===== src/rtl/lpm_pkg.sv =====
package lpm_pkg;
  localparam int REG_W = 8;

  typedef enum logic [2:0] {
    MODE_ACTIVE   = 3'd0,
    MODE_SUBACT   = 3'd1,
    MODE_SLEEP    = 3'd2,
    MODE_SUBSLEEP = 3'd3,
    MODE_STANDBY  = 3'd4,
    MODE_WATCH    = 3'd5,
    MODE_SETTLE   = 3'd6
  } lpm_mode_e;

  // settling length in clock states for each wait code
  function automatic logic [14:0] settle_len(input logic [2:0] code);
    logic [14:0] n;
    case (code)
      3'd0: n = 15'd8192;
      3'd1: n = 15'd16384;
      3'd2: n = 15'd1024;
      3'd3: n = 15'd2048;
      3'd4: n = 15'd4096;
      3'd5: n = 15'd2;
      3'd6: n = 15'd8;
      default: n = 15'd16;
    endcase
    return n;
  endfunction
endpackage


===== src/rtl/lpm_ctrl_reg.sv =====
module lpm_ctrl_reg #(
  parameter int          W        = 8,
  parameter logic [7:0]  RST_VAL  = 8'h07,
  parameter logic [7:0]  FIX_ONES = 8'h04
) (
  input  logic         clk,
  input  logic         rst_n,
  input  logic         we,
  input  logic         accept,
  input  logic [W-1:0] wdata,
  output logic [W-1:0] rdata
);
  logic [W-1:0] q;

  always_ff @(posedge clk or negedge rst_n) begin
    if (!rst_n)
      q <= RST_VAL;
    else if (we && accept)
      q <= wdata | FIX_ONES;
  end

  assign rdata = q;
endmodule


===== src/rtl/lpm_settle_timer.sv =====
module lpm_settle_timer #(
  parameter int CW = 15
) (
  input  logic          clk,
  input  logic          rst_n,
  input  logic          load,
  input  logic          en,
  input  logic [CW-1:0] len,
  output logic          done
);
  logic [CW-1:0] cnt;

  always_ff @(posedge clk or negedge rst_n) begin
    if (!rst_n)
      cnt <= '0;
    else if (load)
      cnt <= len - 1'b1;
    else if (en && cnt != '0)
      cnt <= cnt - 1'b1;
  end

  assign done = (cnt == '0);
endmodule


===== src/rtl/lpm_mode_fsm.sv =====
module lpm_mode_fsm
  import lpm_pkg::*;
(
  input  logic       clk,
  input  logic       rst_n,
  input  logic       sleep_req,
  input  logic       wake_evt,
  input  logic       watch_sel,
  input  logic       deep_en,
  input  logic       sub_en,
  input  logic       settle_done,
  output logic       settle_load,
  output logic       settling,
  output logic       running,
  output logic [2:0] mode
);
  lpm_mode_e st, st_nx;

  always_comb begin
    st_nx       = st;
    settle_load = 1'b0;
    case (st)
      MODE_ACTIVE: if (sleep_req) begin
        if (sub_en)
          st_nx = deep_en ? MODE_WATCH : MODE_SUBSLEEP;
        else if (deep_en)
          st_nx = watch_sel ? MODE_WATCH : MODE_STANDBY;
        else
          st_nx = MODE_SLEEP;
      end
      MODE_SLEEP, MODE_SUBSLEEP:
        if (wake_evt) st_nx = MODE_ACTIVE;
      MODE_STANDBY, MODE_WATCH:
        if (wake_evt) begin
          st_nx       = MODE_SETTLE;
          settle_load = 1'b1;
        end
      MODE_SETTLE:
        if (settle_done) st_nx = MODE_ACTIVE;
      default: st_nx = MODE_ACTIVE;
    endcase
  end

  always_ff @(posedge clk or negedge rst_n) begin
    if (!rst_n) st <= MODE_ACTIVE;
    else        st <= st_nx;
  end

  assign running  = (st == MODE_ACTIVE);
  assign settling = (st == MODE_SETTLE);
  assign mode     = (running && sub_en) ? MODE_SUBACT : st;
endmodule


===== src/rtl/lpm_sequencer.sv =====
module lpm_sequencer
  import lpm_pkg::*;
#(
  parameter int CNT_W = 15
) (
  input  logic             clk,
  input  logic             rst_n,
  input  logic             reg_we,
  input  logic [REG_W-1:0] reg_wdata,
  output logic [REG_W-1:0] reg_rdata,
  input  logic             sleep_req,
  input  logic             wake_evt,
  input  logic             watch_sel,
  output logic [2:0]       mode_o,
  output logic             clk_sel_sub,
  output logic [1:0]       div_sel,
  output logic             core_run
);
  localparam int DEEP_BIT = REG_W - 1;
  localparam int SUB_BIT  = 3;

  logic             running, settling, settle_load, settle_done;
  logic [REG_W-1:0] ctl;
  logic [CNT_W-1:0] wait_len;

  lpm_ctrl_reg #(.W(REG_W)) u_reg (
    .clk(clk), .rst_n(rst_n), .we(reg_we), .accept(running),
    .wdata(reg_wdata), .rdata(ctl)
  );

  assign wait_len = CNT_W'(settle_len(ctl[6:4]));

  lpm_settle_timer #(.CW(CNT_W)) u_tmr (
    .clk(clk), .rst_n(rst_n), .load(settle_load), .en(settling),
    .len(wait_len), .done(settle_done)
  );

  lpm_mode_fsm u_fsm (
    .clk(clk), .rst_n(rst_n), .sleep_req(sleep_req), .wake_evt(wake_evt),
    .watch_sel(watch_sel), .deep_en(ctl[DEEP_BIT]), .sub_en(ctl[SUB_BIT]),
    .settle_done(settle_done), .settle_load(settle_load),
    .settling(settling), .running(running), .mode(mode_o)
  );

  assign reg_rdata   = ctl;
  assign clk_sel_sub = ctl[SUB_BIT];
  assign div_sel     = ctl[1:0];
  assign core_run    = running;
endmodule


===== config.mk =====
export PLATFORM = sky130hd
export DESIGN_NAME = lpm_sequencer
export DESIGN_NICKNAME = d
export VERILOG_FILES = /design/src/rtl/lpm_pkg.sv /design/src/rtl/lpm_ctrl_reg.sv /design/src/rtl/lpm_settle_timer.sv /design/src/rtl/lpm_mode_fsm.sv /design/src/rtl/lpm_sequencer.sv
export SDC_FILE = /design/constraint.sdc
export NUM_CORES = 1
export LEC_CHECK = 0
export BUFFER_PORTS_ARGS = -buffer_cell sky130_fd_sc_hd__buf_2
export CORE_ASPECT_RATIO = 0.5
export CORE_MARGIN = 2
export CORE_UTILIZATION = 49
export DETAILED_ROUTE_END_ITERATION = 12
export GPL_TIMING_DRIVEN = 0
export PLACE_DENSITY = 0.75
export SLEW_MARGIN = 20
export SYNTH_ARGS = -nofsm -noshare
export SYNTH_HDL_FRONTEND = slang
export SYNTH_SLANG_ARGS = --single-unit

===== constraint.sdc =====
create_clock -name clk -period 2.7 [get_ports clk]
set_clock_uncertainty 0.15 [all_clocks]
set_input_delay 0.135 -clock clk [delete_from_list [all_inputs] [get_ports clk]]
set_output_delay 0.135 -clock clk [all_outputs]
set_load 0.01 [all_outputs]

==> results.md, run 1 <==
Status:
- The run finished with clean final reports.

Timing:
- For the final routed database, the setup TNS stands at 0 ps.
- The number of pins exceeding their max-slew limit in the final report is 0.
- At the pin with the least slew margin, the transition time is 562.7 ps.
- The worst pin sits at a relative slew slack of 62.14%.
- The final setup violation count is 0.
- Setup repair after global routing left no endpoint under its margin.
- The number of hold violations in the final report is 0.
- The minimum clock period is 2530 ps.
- The upper clock frequency limit is 395.3 MHz.
- The final critical path takes up 93.70% of the cycle.

Logic synthesis:
- The distinct cell type count of the synthesized netlist is 44.
- The proportion of netlist area held by the largest area contributor is 38.27%.
- The number of nets handed over by synthesis was 177.
- The synthesized instance count is 162.
- The total of flip-flops plus latches after synthesis is 25.
- In this run the cell area of the synthesized design comes to 1504 µm².
- By area the synthesized netlist is led by sky130_fd_sc_hd__dfrtp_1, sky130_fd_sc_hd__mux2_2, sky130_fd_sc_hd__xor2_1.
- The top cell type by total area after synthesis is sky130_fd_sc_hd__dfrtp_1.
- The warning count from the yosys run is 0.
- For this run, the leading register cell type out of synthesis is sky130_fd_sc_hd__dfrtp_1.
- Of the synthesized area, sequential elements account for 41.76%.
- Counting flops with an async set or reset pin after synthesis yields a share of 100.0%.
- The number of flops mapped to enable cells by yosys is 0.
- The average instance in the mapped netlist occupies 9.284 µm².

GRT:
- The first global-routing pass estimated 5.699 mm of wire.
- The number of global-route vias before repair is 1,230.
- For this run the aggregate overflow at the end of global routing stands at 0.
- The global-route usage over all layers is 21.45%.
- The number of antenna violations at the first check in global routing is 0.
- Entering global routing, the biggest net connects 26 pins.

Setup path:
- Counting cells, the worst reg-to-reg path comes to 10.
- The startpoint type of the worst setup path is a register.
- The worst setup path is captured at a register.
- At the worst endpoint, the required time is 2700 ps.
- The maximum single-stage delay on the critical path is 380 ps.
- In this run the worst path has a maximum fanout of 10.
- The critical path is of the register to register type.
- The critical path goes through buf_2, nand3b_1, clkbuf_2, a21oi_2, ha_4, nand4b_1, nor3_2, nand3_1, xor2_1, o21ai_1.
- Data on the critical path arrives at its endpoint at 2530 ps.
- The cell with the biggest individual delay on the critical path is sky130_fd_sc_hd__dfrtp_1.

Clocking:
- The clock tree buffer depth is 2.
- The clock edge transition at the registers on the reported setup and hold paths is 90 ps.
- CTS saw 25 sinks.
- TritonCTS built the clock tree.
- The clock insertion delay at the later pin of the skew report is 270 ps.
- The cell sitting at the root of the clock tree is a sky130_fd_sc_hd__clkbuf_8.
- CTS built an H-tree with a depth of 1.
- The number of buffers created by CTS is 3.

Power and ir drop:
- Across the VDD grid, the largest voltage drop is 0.6112 mV.
- The total power per unit cell area is 1199 nW/µm².
- For this design the static power due to leakage is 0.7778 nW.
- The power after layout is 0.002206 W.

Die:
- For this configuration, the core starts out at a cell density of 50.80%.
- The die is 43.18 µm tall.
- The die extent in x is 82.35 µm.
- The number of top-level pins is 29.
- The core region area is 2960 µm².
- The die covers 3555 µm².
- The total number of placement rows is 14.

Cells and area:
- The total number of nets in the final design is 215.
- The number of antenna diodes in the final layout is 0.
- The number of filler instances in the final layout is 257.
- The most common cell after layout, fill and taps aside is sky130_fd_sc_hd__buf_2.
- The post-route netlist has 27.14% of its cells at a drive strength greater than 1.
- The top cell types in the final layout, fill and taps aside, are sky130_fd_sc_hd__buf_2, sky130_fd_sc_hd__dfrtp_1, sky130_fd_sc_hd__nand2_1.
- The layout-stage area growth over the synthesis result is 22.30%.

Routing:
- Detailed routing inserted a total of 1,359 vias.
- The average wire per cell in the routed design is 14.37 µm.
- The pre-antenna-repair detailed-routing pass consisted of 4 iterations.
- For this block, the initial DRC count from the detailed router was 185.
- The number of routed nets with antenna violations is 0.
- Dividing the detail-routed via count by the number of cells gives 5.686.
- For this run, design rule violations remaining after detail routing come to 0.
- Summed over all layers, the routed wires come to 3.434 mm.

Placed design:
- The count of port buffers added during placement is 26.
- The weighted congestion at the end of routability-driven global placement is 0.8554.
- Detailed placement ended at an HPWL of 2.348 mm.

Min path:
- The min-delay analysis places its worst path in the category input pin to register.
- The worst hold path stage count is 3.

Flow run:
- The tool flagged a number of max-cap violations equal to 0.
synthesized netlist by cell type, types with 4 or more instances:
cell / instances
sky130_fd_sc_hd__nand3_1: 8
sky130_fd_sc_hd__mux2_2: 7
sky130_fd_sc_hd__dfrtp_1: 23
sky130_fd_sc_hd__nor2_1: 9
sky130_fd_sc_hd__buf_4: 5
sky130_fd_sc_hd__xor2_1: 8
sky130_fd_sc_hd__nor4_1: 6
sky130_fd_sc_hd__nand2_1: 12
sky130_fd_sc_hd__xnor2_1: 5
sky130_fd_sc_hd__nor3_1: 5
sky130_fd_sc_hd__o21ai_1: 4
sky130_fd_sc_hd__clkbuf_1: 9
sky130_fd_sc_hd__a21oi_1: 8
sky130_fd_sc_hd__nand4_1: 6
sequential cells by signal (all words and copies together) (netlist names):
register     cells
u_tmr.cnt       15
u_reg.rdata      7
u_fsm.st         3
area by class of cell:
cell class                      count  area [µm²]  area share (%)
Multi-Input combinational cell    118       810.8           44.08
Sequential cell                    25       628.1           34.15
Timing Repair Buffer               35       217.7           11.84
Buffer                             14       75.07           4.082
Tap cell                           40       50.05           2.721
Clock buffer                        3       41.29           2.245
Inverter                            3       11.26          0.6122
Clock inverter                      1       5.005          0.2721
stage by stage:
stage / hold slack (ps) / cells / instance area [µm²] / utilization [%] / worst slack, ps
3_3_place_gp: 3.326 / 228 / 1684 / 56.89 / -383.5
5_1_grt: 69.82 / 239 / 1839 / 62.13 / 0.7478
6_report: 40.54 / 239 / 1839 / 62.13 / 170.0
3_5_place_dp: 10.79 / 228 / 1684 / 56.89 / -411.1
4_1_cts: 30.26 / 240 / 1833 / 61.92 / 16.05
2_1_floorplan: -310.6 / 162 / 1504 / - / 127.3
critical path: cells and delay by family (launching register included):
kind | cells | cell delay, ps
XOR/XNOR | 1 | 170
AND/OR/NAND/NOR | 4 | 780
AO/OA/AOI/OAI | 2 | 290
flip-flops | 1 | 380
buffers and inverters | 2 | 420
adder cells (fa/ha/maj) | 1 | 220
power by group:
part	internal [W]	switching, W
registers	0.000573	0.000216
logic	0.000557	0.000635
clock network	0.000103	0.000122
total	0.00123	0.000972
metal layers:
| metal | track usage [%] | share of wire (%) | vias to the layer above |
|---|---|---|---|
| met4 | 5.000 | 1.4 | 0 |
| met3 | 5.745 | 5.5 | 8 |
| met5 | 0 | 0 | - |
| li1 | - | - | 657 |
| met2 | 32.42 | 46 | 48 |
| met1 | 30.63 | 47 | 646 |
worst paths after layout:
kind | slack (ps) | end | start
max | 170 | u_tmr.cnt[14] | u_fsm.st[1]
min | 40 | u_fsm.st[0] | watch_sel
max reg2reg | 170 | u_tmr.cnt[14] | u_fsm.st[1]
min reg2reg | 420 | u_tmr.cnt[14] | u_tmr.cnt[14]
max in group asynchronous | 1800 | u_tmr.cnt[14] | rst_n
min in group asynchronous | 230 | u_reg.rdata[6] | rst_n
timing repair:
action,4_1_cts,5_1_grt
endpoints found under the setup margin,7,6
pin swaps,1,0
gates resized for setup,4,2
setup buffers,1,0
hold endpoints to repair,30,0
hold buffers,8,0
cloned,0,0
kinds of logic (layout without fill, tap and decap cells):
logic type / count (synthesis) / in the layout / synth area share (%)
xor gates and xnor gates: 13 / 13 / 7.571
AOI/OAI and AO/OA: 28 / 28 / 11.73
buffers and inverters: 19 / 56 / 6.156
other: 1 / 1 / 0.2493
adders and majority gates: 1 / 1 / 0.8318
muxes: 10 / 10 / 7.321
and+or+nand+nor: 65 / 65 / 24.38
DFF: 25 / 25 / 41.76
No activity file was read; power rests on OpenSTA's default activity.
==> run 2, diff against run 1 <==
--- a/config.mk
+++ b/config.mk
@@ -8,11 +8,13 @@
 export BUFFER_PORTS_ARGS = -buffer_cell sky130_fd_sc_hd__buf_2
 export CORE_ASPECT_RATIO = 0.5
 export CORE_MARGIN = 2
-export CORE_UTILIZATION = 49
+export CORE_UTILIZATION = 51
 export DETAILED_ROUTE_END_ITERATION = 12
+export GPL_ROUTABILITY_DRIVEN = 0
 export GPL_TIMING_DRIVEN = 0
-export PLACE_DENSITY = 0.75
+export PLACE_DENSITY_LB_ADDON = 0.1
 export SLEW_MARGIN = 20
 export SYNTH_ARGS = -nofsm -noshare
 export SYNTH_HDL_FRONTEND = slang
+export SYNTH_HIERARCHICAL = 1
 export SYNTH_SLANG_ARGS = --single-unit
==> run 2 against run 1 <==
  * Clock power up 8.9%
  * Power rose by 16%
  * Non-clock buffer count grew 21
  * Final cell count increased by 39%
  * Sequential share of layout area shrank 9.6 points
  * Worst setup slack got worse by 100 ps
  * Register-to-register slack worse by 100 ps
  * Die area rose by 21%
  * Synthesized area increased by 28%
  * Critical path type unchanged
  * Critical endpoint is now u_tmr/cnt[9]
  * Largest cell class unchanged
  * Largest power group unchanged
==> results.md, run 2 <==
Setup path:
- The depth of the critical timing path with buffers and inverters included is 9.
- The largest single stage delay on the critical path is 510 ps.
- Walking the worst path, the cells encountered are buf_6, and3b_2, buf_6, buf_4, nor4b_4, o221ai_2, or4_4, xor2_1, mux2i_1.
- The kind of end point of the critical path is a register.
- In this design, the largest share of critical-path delay is due to simple AND/OR/NAND/NOR gates.
- The critical path class is register to register.
- The setup slack on the worst flop-to-flop path is 70 ps.
- The cell seen most often among critical-path stages is sky130_fd_sc_hd__buf_6.
- The worst register-to-register path ends at u_tmr/cnt[9].
- The largest fanout on the critical path is 5.
- The launching instance or port of the critical path is u_fsm/st[1].
- Counting both buffers and inverters, the worst setup path holds a total of 3.
- The startpoint identified for the worst register-to-register timing path is u_fsm/st[1].
- The cell with the biggest individual delay on the critical path is sky130_fd_sc_hd__or4_4.
- The destination of the critical timing path is u_tmr/cnt[9].
- Measured in cells, the most critical reg-to-reg path has a length of 9.
- STA classifies the critical path startpoint as a register.
- Data arrives at the worst endpoint at 2680 ps.
- STA puts the critical path data required time at 2750 ps.

Cells and area:
- 0 antenna diodes ended up in the layout.
- The library cells used most frequently in the layout, excluding fill and tap cells, are sky130_fd_sc_hd__buf_2, sky130_fd_sc_hd__buf_4, sky130_fd_sc_hd__conb_1.
- The layout cell share with drive strength beyond 1 is 33.81%.
- The area of all placed cells without fillers is 2561 µm².
- The area of combinational cells with multiple inputs is 1306 µm².
- The register containing the most flip-flops in the final layout is u_tmr/cnt.
- The register with the most flip-flops in the layout has 15 of them.
- The total number of nets in the final design is 297.
- The library cell used most frequently in the layout, excluding fill and tap cells, is sky130_fd_sc_hd__buf_2.
- Across the whole layout, storage elements account for 629.4 µm².
- The number of filler instances in the final layout is 286.
- Relative to the synthesized area, the layout overhead comes to 33.27%.

Clocking:
- The TritonCTS clock tree is built.
- CTS saw 25 sinks.
- The H-tree depth reported by CTS is 1.
- The clock passes through at most 2 buffers.
- The tree is rooted in a sky130_fd_sc_hd__clkbuf_8.
- The clock edge transition at the registers on the reported setup and hold paths is 100 ps.
- The clock insertion delay at the later pin of the skew report is 280 ps.
- The number of buffers created by CTS is 3.

Logic synthesis:
- The total of flip-flops plus latches after synthesis is 25.
- After synthesis, the mean cell area works out to 9.421 µm².
- The warning count from the yosys run is 6.
- The share of synthesized area in the top cell type comes to 29.95%.
- The mapped netlist covers 1922 µm².
- The register area share after synthesis is 32.68%.
- The commonest cells after synthesis are sky130_fd_sc_hd__dfrtp_1, sky130_fd_sc_hd__nor2_1, sky130_fd_sc_hd__xor2_1, sky130_fd_sc_hd__o211ai_1.
- The top cell type by total area after synthesis is sky130_fd_sc_hd__dfrtp_1.
- Counting flops with an async set or reset pin after synthesis yields a share of 100.0%.
- Counting flops with a built-in enable in the synthesized netlist gives 0.
- Synthesis instantiated 58 different standard cells from the library.
- Synthesis produced 204 cells.
- Among all cell types in the netlist, the one instantiated most often is sky130_fd_sc_hd__dfrtp_1.
- By area the synthesized netlist is led by sky130_fd_sc_hd__dfrtp_1, sky130_fd_sc_hd__xor2_1, sky130_fd_sc_hd__mux2i_1.
- The most instantiated flip-flop cell in the synthesis netlist is sky130_fd_sc_hd__dfrtp_1.

Die:
- For this design the top-level I/O count stands at 29.
- The die covers 4305 µm².
- The total number of placement rows is 15.
- The die boundary height is 47.41 µm.
- The core region area is 3528 µm².
- For this configuration, the core starts out at a cell density of 54.47%.
- The die extent in x is 90.82 µm.

Routing:
- In the final routed layout, each cell accounts on average for 15.73 µm.
- The routed layout has 1,891 vias.
- Once detail routing completed, the nets flagged for antenna violations numbered 0.
- The wire length after detailed routing is 5.222 mm.
- For this block, the initial DRC count from the detailed router was 153.
- The pre-antenna-repair detailed-routing pass consisted of 5 iterations.
- The number of vias per cell after detailed routing is 5.696.
- The number of remaining DRC errors is 0.

Power and ir drop:
- For this design the ratio of total power to cell area is 1000 nW/µm².
- In this run the static leakage power is 1.083 nW.
- VDD sags by at most 0.6134 mV.
- The completed layout was analyzed and its total power is 0.002562 W.

Status:
- The flow ran to the end, and the final reports show no timing, DRC or antenna violations.

GRT:
- For this run, the total global-route usage over all layers was measured as 24.93%.
- The number of antenna violations at the first check in global routing is 0.
- The sum of overflow across all layers after global routing is 0.
- The number of global-route vias before repair is 1,727.
- The pin count of the biggest net entering global routing is 26.
- The first-pass GRT wire length is 8.197 mm.

Timing:
- The setup TNS is 0 ps.
- Hold timing on the final database bottoms out at a slack of 26.53 ps.
- In this run the tightest slew margin relative to its limit is 50.86%.
- Across all setup checks in the final design, the least slack found is 68.79 ps.
- After layout, the worst path uses 97.45% of the clock period.
- The number of pins exceeding their max-slew limit in the final report came to 0.
- The final setup violation count is 0.
- The minimum clock period is 2631 ps.
- The slew of the pin with the lowest slew margin is 735.5 ps.
- The number of hold violations in the final report is 0.
- The upper clock frequency limit is 380.1 MHz.

Placed design:
- During placement, the flow inserted port buffers numbering 26.
- In this run the cell area measured after placement is 2226 µm².
- The post-placement worst setup slack is -387.8 ps.
- The HPWL reported at the end of detailed placement is 3.376 mm.

Flow run:
- Across the run, the number of max-cap violations was 0.

Min path:
- The worst min-delay path category is input pin to register.
run 2: changes by cell type after synthesis, moves of 3 or more:
cell                       before  now
sky130_fd_sc_hd__or4_1          2    5
sky130_fd_sc_hd__mux2i_1        2    8
sky130_fd_sc_hd__o211ai_1       2    9
sky130_fd_sc_hd__nand2_1       12    7
sky130_fd_sc_hd__nor4_1         6    2
sky130_fd_sc_hd__nor3_1         5    8
sky130_fd_sc_hd__nor2_1         9   14
sky130_fd_sc_hd__o21ai_0        3    7
sky130_fd_sc_hd__nor3b_1        2    5
sky130_fd_sc_hd__nand4_1        6    2
sky130_fd_sc_hd__and3b_2        0    4
sky130_fd_sc_hd__xor2_1         8   13
run 2: cells by family (layout without fill, tap and decap cells):
group / count (synthesis) / in the layout / share of synthesized area, %
flip-flops: 25 / 25 / 32.68
AO/OA/AOI/OAI: 48 / 48 / 18.55
adder cells (fa/ha/maj): 1 / 1 / 0.6509
buffers and inverters: 21 / 77 / 6.055
multiplexers: 15 / 15 / 8.269
XOR/XNOR: 16 / 16 / 7.292
AND/OR/NAND/NOR: 76 / 76 / 26.11
other: 2 / 23 / 0.3908
run 2: layout make-up:
cell class,count,area share [%]
clock inverters,1,0.3420
flip-flops and latches,25,24.57
inverters,3,0.4397
well taps,51,2.491
plain buffers,16,5.227
clock buffers,3,1.612
repair buffers,54,14.31
multi-input cells,179,51.00
run 2: layer usage:
layer / global-route usage, % / wire length, µm / vias to the layer above
met1: 31.69 / 2238 / 900
li1: - / - / 891
met3: 6.421 / 439 / 8
met5: 0 / 0 / -
met4: 4.545 / 57 / 0
met2: 45.52 / 2487 / 92
run 2: metrics by stage:
step                      std cells  util [%]
after floorplan                 225         -
after global placement          302     63.09
after detailed placement        302     63.09
after CTS                       322     69.65
after global routing            332     72.59
final                           332     72.59
run 2: tightest hold or removal path: cells and delay by family:
kind / cells / cell delay (ps)
compound gates: 2 / 200
buf+inv: 1 / 70
run 2: how the worst min path moves through the flow:
stage | start | cells past startpoint | endpoint
global placement | rst_n | 1 | u_reg/rdata[3]
global route | watch_sel | 3 | u_fsm/st[0]
finish | watch_sel | 3 | u_fsm/st[0]
detailed placement | rst_n | 1 | u_reg/rdata[5]
floorplan | rst_n | 0 | u_fsm/st[0]
CTS | watch_sel | 3 | u_fsm/st[0]
run 2: timing repair:
action	CTS	global route
gates resized for setup	10	6
pin swaps	2	2
endpoints found under the setup margin	7	7
endpoints found under the hold margin	31	0
hold buffers	9	0
setup buffers	8	11
run 2: power breakdown:
part           internal, W  total, W  switching [W]
sequential        0.000557  0.000789       0.000231
combinational     0.000741   0.00153       0.000787
clock             0.000108  0.000245       0.000137
total              0.00141   0.00256        0.00115
